**src/rtl/wdag_pkg.sv**
```systemverilog
package wdag_pkg;

    localparam int ADDR_W = 32;

    typedef logic [ADDR_W-1:0] addr_t;

    typedef enum logic [1:0] {
        AM_CONST   = 2'd0,
        AM_POSTINC = 2'd1,
        AM_DBLIDX  = 2'd2
    } amode_e;

    typedef enum logic [1:0] {
        BL_NONE = 2'd0,
        BL_16   = 2'd1,
        BL_32   = 2'd2,
        BL_64   = 2'd3
    } burst_e;

    typedef enum logic [1:0] {
        WP_NONPOSTED = 2'd0,
        WP_POSTED    = 2'd1,
        WP_LAST_NP   = 2'd2
    } wpost_e;

    typedef struct packed {
        amode_e mode;
        addr_t  base;
        addr_t  ei;
        addr_t  fi;
    } side_cfg_t;

    // Next address after one element; ei/fi are signed two's-complement.
    function automatic addr_t step_addr(amode_e m, addr_t a, addr_t esz,
                                        addr_t ei, addr_t fi, logic fend);
        addr_t r;
        case (m)
            AM_POSTINC: r = a + esz;
            AM_DBLIDX:  r = fend ? (a + esz + fi - addr_t'(1))
                                 : (a + esz + ei - addr_t'(1));
            default:    r = a;
        endcase
        return r;
    endfunction

    // Largest burst whose size divides the window.
    function automatic burst_e pick_burst(addr_t win);
        burst_e b;
        if (win == '0)              b = BL_NONE;
        else if (win[5:0] == 6'd0)  b = BL_64;
        else if (win[4:0] == 5'd0)  b = BL_32;
        else if (win[3:0] == 4'd0)  b = BL_16;
        else                        b = BL_NONE;
        return b;
    endfunction

endpackage

```
**src/rtl/wdag_cfg_decode.sv**
```systemverilog
module wdag_cfg_decode
    import wdag_pkg::*;
#(
    parameter int WIN_W = 16
) (
    input  logic             dir,
    input  addr_t            dev_addr,
    input  addr_t            mem_addr,
    input  logic [WIN_W-1:0] win_bytes,
    output side_cfg_t        src_cfg,
    output side_cfg_t        dst_cfg,
    output burst_e           src_burst,
    output burst_e           dst_burst,
    output wpost_e           post
);

    addr_t     win_ext;
    logic      windowed;
    side_cfg_t dev_cfg;
    side_cfg_t mem_cfg;
    burst_e    dev_burst;

    assign win_ext  = addr_t'(win_bytes);
    assign windowed = (win_bytes != '0);

    always_comb begin
        dev_cfg.mode = windowed ? AM_DBLIDX : AM_CONST;
        dev_cfg.base = dev_addr;
        dev_cfg.ei   = addr_t'(1);
        dev_cfg.fi   = addr_t'(1) - win_ext;   // -(W-1)

        mem_cfg.mode = AM_POSTINC;
        mem_cfg.base = mem_addr;
        mem_cfg.ei   = addr_t'(1);
        mem_cfg.fi   = addr_t'(1);

        dev_burst    = pick_burst(win_ext);
    end

    always_comb begin
        if (dir) begin
            src_cfg   = mem_cfg;
            dst_cfg   = dev_cfg;
            src_burst = BL_64;
            dst_burst = dev_burst;
        end else begin
            src_cfg   = dev_cfg;
            dst_cfg   = mem_cfg;
            src_burst = dev_burst;
            dst_burst = BL_64;
        end
        post = (windowed && dir) ? WP_LAST_NP : WP_NONPOSTED;
    end

endmodule

```
**src/rtl/wdag_seq.sv**
```systemverilog
module wdag_seq #(
    parameter int CNT_W = 16
) (
    input  logic             clk,
    input  logic             rst,
    input  logic             start,
    input  logic [CNT_W-1:0] elem_cnt,
    input  logic [CNT_W-1:0] frame_cnt,
    input  logic             ready,
    output logic             busy,
    output logic             load,
    output logic             step,
    output logic             frame_end,
    output logic             xfer_end,
    output logic             done
);

    logic [CNT_W-1:0] elem_lim_q, frame_lim_q;
    logic [CNT_W-1:0] elem_q, frame_q;

    assign load      = start && !busy;
    assign step      = busy && ready;
    assign frame_end = (elem_q == elem_lim_q);
    assign xfer_end  = frame_end && (frame_q == frame_lim_q);

    always_ff @(posedge clk) begin
        if (rst) begin
            busy        <= 1'b0;
            done        <= 1'b0;
            elem_q      <= '0;
            frame_q     <= '0;
            elem_lim_q  <= '0;
            frame_lim_q <= '0;
        end else begin
            done <= 1'b0;
            if (load) begin
                busy        <= 1'b1;
                elem_q      <= '0;
                frame_q     <= '0;
                elem_lim_q  <= (elem_cnt  == '0) ? '0 : elem_cnt  - 1'b1;
                frame_lim_q <= (frame_cnt == '0) ? '0 : frame_cnt - 1'b1;
            end else if (step) begin
                if (frame_end) begin
                    elem_q <= '0;
                    if (xfer_end) begin
                        busy <= 1'b0;
                        done <= 1'b1;
                    end else begin
                        frame_q <= frame_q + 1'b1;
                    end
                end else begin
                    elem_q <= elem_q + 1'b1;
                end
            end
        end
    end

    AST_DONE_AFTER_LAST: assert property (@(posedge clk) disable iff (rst)
        (step && xfer_end) |=> (done && !busy));
    AST_DONE_PULSE: assert property (@(posedge clk) disable iff (rst)
        done |=> !done);
    AST_ELEM_RANGE: assert property (@(posedge clk) disable iff (rst)
        busy |-> (elem_q <= elem_lim_q && frame_q <= frame_lim_q));
    AST_START_IGNORED: assert property (@(posedge clk) disable iff (rst)
        (busy && start && !(step && xfer_end)) |=> busy);

endmodule

```
**src/rtl/wdag_addr_side.sv**
```systemverilog
module wdag_addr_side
    import wdag_pkg::*;
(
    input  logic      clk,
    input  logic      rst,
    input  logic      busy,
    input  logic      load,
    input  side_cfg_t cfg_in,
    input  addr_t     esz,
    input  logic      step,
    input  logic      fend,
    output addr_t     addr
);

    side_cfg_t cfg_q;

    always_ff @(posedge clk) begin
        if (rst) begin
            cfg_q <= '0;
            addr  <= '0;
        end else if (load) begin
            cfg_q <= cfg_in;
            addr  <= cfg_in.base;
        end else if (step) begin
            addr  <= step_addr(cfg_q.mode, addr, esz, cfg_q.ei, cfg_q.fi, fend);
        end
    end

    AST_HOLD_NO_STEP: assert property (@(posedge clk) disable iff (rst)
        (busy && !step) |=> $stable(addr));
    AST_CONST_FIXED: assert property (@(posedge clk) disable iff (rst)
        (busy && step && cfg_q.mode == AM_CONST) |=> (addr == cfg_q.base));
    AST_POSTINC_ADV: assert property (@(posedge clk) disable iff (rst)
        (busy && step && cfg_q.mode == AM_POSTINC)
        |=> (addr == $past(addr) + $past(esz)));

endmodule

```
**src/rtl/wdag_top.sv**
```systemverilog
module wdag_top
    import wdag_pkg::*;
#(
    parameter int CNT_W = 16,
    parameter int WIN_W = 16
) (
    input  logic              clk,
    input  logic              rst,
    input  logic              start,
    input  logic              dir,
    input  logic [31:0]       dev_addr,
    input  logic [31:0]       mem_addr,
    input  logic [WIN_W-1:0]  win_bytes,
    input  logic [1:0]        elem_log2,
    input  logic [CNT_W-1:0]  elems_per_frame,
    input  logic [CNT_W-1:0]  frame_count,
    input  logic              out_ready,
    output logic              out_valid,
    output logic [31:0]       src_addr,
    output logic [31:0]       dst_addr,
    output logic              frame_last,
    output logic              xfer_last,
    output logic              write_nonposted,
    output logic [1:0]        src_burst,
    output logic [1:0]        dst_burst,
    output logic [1:0]        post_mode,
    output logic              busy,
    output logic              done
);

    localparam int NSIDE = 2;

    side_cfg_t dec_src, dec_dst;
    burst_e    dec_src_b, dec_dst_b;
    wpost_e    dec_post;

    burst_e    src_b_q, dst_b_q;
    wpost_e    post_q;
    addr_t     esz_q;
    logic      dir_q;
    logic      win_q;
    logic      win_fit_q;
    addr_t     dev_base_q;

    logic load, step, frame_end, xfer_end;

    side_cfg_t side_cfg  [NSIDE];
    addr_t     side_addr [NSIDE];

    wdag_cfg_decode #(.WIN_W(WIN_W)) u_dec (
        .dir       (dir),
        .dev_addr  (dev_addr),
        .mem_addr  (mem_addr),
        .win_bytes (win_bytes),
        .src_cfg   (dec_src),
        .dst_cfg   (dec_dst),
        .src_burst (dec_src_b),
        .dst_burst (dec_dst_b),
        .post      (dec_post)
    );

    wdag_seq #(.CNT_W(CNT_W)) u_seq (
        .clk       (clk),
        .rst       (rst),
        .start     (start),
        .elem_cnt  (elems_per_frame),
        .frame_cnt (frame_count),
        .ready     (out_ready),
        .busy      (busy),
        .load      (load),
        .step      (step),
        .frame_end (frame_end),
        .xfer_end  (xfer_end),
        .done      (done)
    );

    assign side_cfg[0] = dec_src;
    assign side_cfg[1] = dec_dst;

    for (genvar s = 0; s < NSIDE; s++) begin : g_side
        wdag_addr_side u_side (
            .clk    (clk),
            .rst    (rst),
            .busy   (busy),
            .load   (load),
            .cfg_in (side_cfg[s]),
            .esz    (esz_q),
            .step   (step),
            .fend   (frame_end),
            .addr   (side_addr[s])
        );
    end

    always_ff @(posedge clk) begin
        if (rst) begin
            src_b_q    <= BL_NONE;
            dst_b_q    <= BL_NONE;
            post_q     <= WP_NONPOSTED;
            esz_q      <= addr_t'(1);
            dir_q      <= 1'b0;
            win_q      <= 1'b0;
            win_fit_q  <= 1'b0;
            dev_base_q <= '0;
        end else if (load) begin
            src_b_q    <= dec_src_b;
            dst_b_q    <= dec_dst_b;
            post_q     <= dec_post;
            esz_q      <= addr_t'(1) << elem_log2;
            dir_q      <= dir;
            win_q      <= (win_bytes != '0);
            win_fit_q  <= ((addr_t'((elems_per_frame == '0) ? CNT_W'(1) : elems_per_frame)
                            << elem_log2) == addr_t'(win_bytes));
            dev_base_q <= dev_addr;
        end
    end

    assign out_valid  = busy;
    assign src_addr   = side_addr[0];
    assign dst_addr   = side_addr[1];
    assign frame_last = busy && frame_end;
    assign xfer_last  = busy && xfer_end;
    assign src_burst  = src_b_q;
    assign dst_burst  = dst_b_q;
    assign post_mode  = post_q;

    always_comb begin
        case (post_q)
            WP_NONPOSTED: write_nonposted = busy;
            WP_LAST_NP:   write_nonposted = busy && xfer_end;
            default:      write_nonposted = 1'b0;
        endcase
    end

    logic [31:0] dev_side_addr;
    assign dev_side_addr = dir_q ? dst_addr : src_addr;

    AST_WIN_REWIND: assert property (@(posedge clk) disable iff (rst)
        (busy && win_q && win_fit_q && step && frame_end && !xfer_end)
        |=> (dev_side_addr == dev_base_q));
    AST_POST_LEGAL: assert property (@(posedge clk) disable iff (rst)
        post_mode != 2'd3);
    AST_FLAGS_ORDER: assert property (@(posedge clk) disable iff (rst)
        xfer_last |-> frame_last);

endmodule

```
**config.mk**
```make
export PLATFORM = sky130hd
export DESIGN_NAME = wdag_top
export DESIGN_NICKNAME = d
export VERILOG_FILES = /design/src/rtl/wdag_pkg.sv /design/src/rtl/wdag_cfg_decode.sv /design/src/rtl/wdag_seq.sv /design/src/rtl/wdag_addr_side.sv /design/src/rtl/wdag_top.sv
export SDC_FILE = /design/constraint.sdc
export NUM_CORES = 1
export LEC_CHECK = 0
export ABC_AREA = 1
export BUFFER_PORTS_ARGS = -buffer_cell sky130_fd_sc_hd__buf_2
export CAP_MARGIN = 10
export CORE_ASPECT_RATIO = 1.75
export CORE_MARGIN = 2
export CORE_UTILIZATION = 65
export CTS_BUF_LIST = sky130_fd_sc_hd__clkbuf_8 sky130_fd_sc_hd__clkbuf_16
export DETAILED_ROUTE_END_ITERATION = 16
export PLACE_DENSITY = 0.93
export SLEW_MARGIN = 15
export SYNTH_ARGS = -nofsm -noshare
export SYNTH_HDL_FRONTEND = slang
export SYNTH_HIERARCHICAL = 1
export SYNTH_SLANG_ARGS = --single-unit
```
**constraint.sdc**
```tcl
create_clock -name clk -period 5.45 [get_ports clk]
set_input_delay 0.545 -clock clk [delete_from_list [all_inputs] [get_ports clk]]
set_output_delay 0.545 -clock clk [all_outputs]
set_load 0.01 [all_outputs]
```
==> results.py <==
metrics = {
    "yosys": {
        "ys_types": 71,
        "synth_fa_ha_area_share_pct": 11.0,
        "synth-simple-area-share_pct": 30.0,
        "synthArstFlopShare_pct": 0,
        "synth_mux_area_share_pct": 0,
        "synth_cells": 4544,
        "dominantRegCellSynth": "dfxtp_1",
        "synth_edf_count": 0,
        "synth_top_family_by_area": "simple AND/OR/NAND/NOR gates",
        "synth-seq-area-share_pct": 19.6,
        "postSynthAreaPerCell_um2": 6.10,
        "syn_area_um2": 27700,
        "synth_xor_area_share_pct": 5.02,
        "yosys_warnings": 6,
        "synth_compound_area_share_pct": 21.1,
        "synth-seq-cells": 272,
    },
    "pwr": {
        "ir_worst_vdd_mv": 0.294,
        "pwr-share-clk_pct": 17.1,
        "p_int_mw": 5.86,
        "leakagePower_nw": 14.9,
        "power_frac_comb_pct": 64.4,
        "sw_frac_of_total_pct": 52.1,
        "power_frac_seq_pct": 18.4,
        "p_switching_mw": 6.39,
        "power_density_nw_per_um2": 412,
    },
    "min_path": {
        "hp-class": "in -> reg",
        "hold_depth": 2,
        "worstHoldStart": "frame_count[0]",
        "holdPathEnd": "u_seq/frame_lim_q[0]",
    },
    "clocking": {
        "cts_tree": "built",
        "cts_resized": 0,
        "clkLatencyLatePin_ns": 0.61,
        "numCtsBuffers": 29,
        "cts_buffer_depth": 3,
        "root_buffer": "clkbuf_16",
        "post-cts-setup-buffers": 0,
        "cts_max_level": 1,
        "clock_sink_count": 272,
        "cts_hold_buffers": 0,
        "clkTransAtPathRegs_ns": 0.07,
    },
    "floorplanning": {
        "io_pins": 195,
        "start_util_pct": 65.6,
        "die_h_um": 277,
        "core_um2": 42300,
        "fp.dieW_um": 160,
        "dieArea_um2": 44400,
        "num_rows": 100,
    },
    "cells_and_area": {
        "layout_commonest_cell": "nand2_1",
        "finalNetCount": 5042,
        "area_growth_pct": 7.16,
        "drive_above_1_share_pct": 9.14,
        "layout_common_cells": "1080 x nand2_1, 595 x inv_1, 449 x a21oi_1, 448 x nor2_1, 381 x o21ai_0",
    },
    "setup_path": {
        "critPathKind": "reg -> reg",
        "cpPeakStageDelay_ns": 0.42,
        "worstReg2RegStart": "g_side[1].u_side/addr[22]",
        "r2r_end": "g_side[1].u_side/addr[28]",
        "start_kind": "register",
        "crit_family": "simple AND/OR/NAND/NOR gates",
        "end_kind": "register",
        "crit_top_cell": "nand2_1",
        "crit_slowest_cell": "nand2_1",
        "worst-path-max-fanout": 5,
        "r2r_cells": 24,
        "crit_chain": "ha_1 -> nand2_1 -> nor2_1 -> nand2_1 -> nor4_1 -> nand2_1 -> nand2_1 -> or2_2 -> nand2_1 -> nand2_1 -> nand2_1 -> ha_1 -> nand2_1 -> inv_1 -> nand2_1 -> nor3_1 -> nand3b_1 -> nand3_1 -> nand3_1 -> nand2_1 -> nand2_1 -> nand3_1 -> nand2_1 -> a21oi_1",
        "cp.required_ns": 5.98,
        "r2r_setup_slack_ns": 0.30,
        "crit_buf_inv": 1,
        "arrival_ns": 5.68,
    },
    "placement": {
        "place_ws_ns": 0.738,
        "post-dp-hpwl_um": 76700,
        "io_buffers": 194,
        "gp_congestion": 1.06,
    },
    "outcome": {
        "outcome": "finished clean",
    },
    "routing": {
        "top_layer_used": "met5",
        "drtAntennaViolNets": 0,
        "wl_met1_um": 32200,
        "wl_per_cell_um": 18.9,
        "wl_met3_um": 7210,
        "drc": 0,
        "viasPerCell": 5.84,
        "first_pass_iters": 8,
        "routed_wl_um": 99500,
        "drtIter0Drc": 2526,
        "vias": 30800,
        "dr_wl_met2_um": 49200,
    },
    "sta": {
        "fin_hold_ws_ns": 0.147,
        "slew_headroom_pct": 22.1,
        "tightest_slew_ns": 1.17,
        "worst_slack_ns": 0.296,
        "finalSetupViolations": 0,
        "min_period_ns": 5.15,
        "fin_crit_sh_pct": 94.6,
        "rsz0062_at_grt": "no",
        "finalSetupTns_ns": 0,
        "fmax_ghz": 0.194,
        "hold_violations": 0,
        "drv_slew": 0,
        "skew_ns": 0.0180,
    },
    "job": {
        "maxCapViolations": 0,
    },
    "global_route": {
        "first_global_vias": 30700,
        "grt_max_degree": 76,
        "grt.total_usage_pct": 43.6,
        "grt_pass1_wl_um": 153000,
        "grt-ovfl-total": 0,
        "antenna_found_initial": 3,
    },
}
synth_stat cells (23+ instances only):
master,number,area share [%]
a21o_1,24,0.65
a21oi_1,450,8.1
dfxtp_1,272,20
nand3_1,234,4.2
inv_1,594,8.0
ha_1,235,11
o21ai_0,381,6.9
nand2_2,33,0.74
nor3_1,37,0.67
nand4_1,36,0.81
xnor2_1,50,1.6
nor2_1,449,6.1
buf_4,104,2.8
clkbuf_1,94,1.3
inv_2,23,0.31
buf_2,25,0.45
o21ai_1,28,0.51
xor2_1,96,3.0
nand2_1,1080,15
worst register-to-register path, stage by stage (launching register included):
cell and delay, ns:
dfxtp_1 0.40, ha_1 0.26, nand2_1 0.15, nor2_1 0.33, nand2_1 0.38, nor4_1 0.33, nand2_1 0.42, nand2_1 0.29
or2_2 0.18, nand2_1 0.09, nand2_1 0.14, nand2_1 0.13, ha_1 0.40, nand2_1 0.10, inv_1 0.09, nand2_1 0.08
nor3_1 0.27, nand3b_1 0.16, nand3_1 0.11, nand3_1 0.23, nand2_1 0.18, nand2_1 0.06, nand3_1 0.10, nand2_1 0.08
a21oi_1 0.13
per-layer routing:
layer	GRT usage, %	up-vias
li1	-	14900
met1	40.0	13800
met2	79.7	1484
met3	8.69	594
met4	40.1	2
met5	0	-
worst max path at each step:
| stage | cells after the start | endpoint | from | slack, ns |
|---|---|---|---|---|
| finish | 24 | g_side[1].u_side/addr[28] | g_side[1].u_side/addr[22] | 0.30 |
| global route | 25 | g_side[1].u_side/addr[28] | g_side[1].u_side/addr[22] | 0.17 |
| CTS | 25 | g_side[0].u_side/addr[26] | esz_q[2] | 0.72 |
| detailed placement | 25 | g_side[0].u_side/addr[26] | esz_q[2] | 0.74 |
| global placement | 25 | g_side[0].u_side/addr[26] | esz_q[2] | 0.76 |
| floorplan | 23 | g_side[0].u_side/addr[25] | g_side[0].u_side/addr[0] | 1.68 |
flip-flops by register name, indices dropped and copies added, names as in the netlist:
name	flops
g_side.u_side/cfg_q	132
g_side.u_side/addr	64
u_seq/elem_lim_q	16
u_seq/elem_q	16
u_seq/frame_lim_q	16
u_seq/frame_q	16
esz_q	4
dst_burst	2
post_mode	2
src_burst	2
u_seq/busy	1
u_seq/done	1
stage by stage:
step	power, mW	instance area (µm²)	util [%]	cells
after floorplan	7.77	28200	-	4662
after global placement	9.71	28700	68.0	5212
after detailed placement	9.80	28700	68.0	5212
after CTS	11.9	29700	70.3	5264
after global routing	13.1	29700	70.3	5265
final	12.3	29700	70.3	5266
kinds of logic after synthesis:
group                      after synthesis
other                                    3
AOI/OAI and AO/OA                     1051
DFF                                    272
adders and majority gates              241
and+or+nand+nor                       1972
xor gates and xnor gates               153
buffers and inverters                  852
power groups by stage:
stage	clock network, mW	logic (mW)	registers [mW]
2_1_floorplan	0	5.48	2.29
5_1_grt	2.17	8.65	2.27
6_report	2.10	7.89	2.26
3_3_place_gp	0	7.42	2.29
4_1_cts	2.10	7.55	2.25
3_5_place_dp	0	7.50	2.30
final cells by class:
class,instances,area (µm²)
timing repair buffer,220,1170
sequential,272,5450
antenna,2,5.00
clock inverter,15,141
fill,3849,12600
inverter,621,2340
tap,561,702
clock buffer,37,836
multi-input combinational,3538,19100
(Power assumes the default switching activity.)
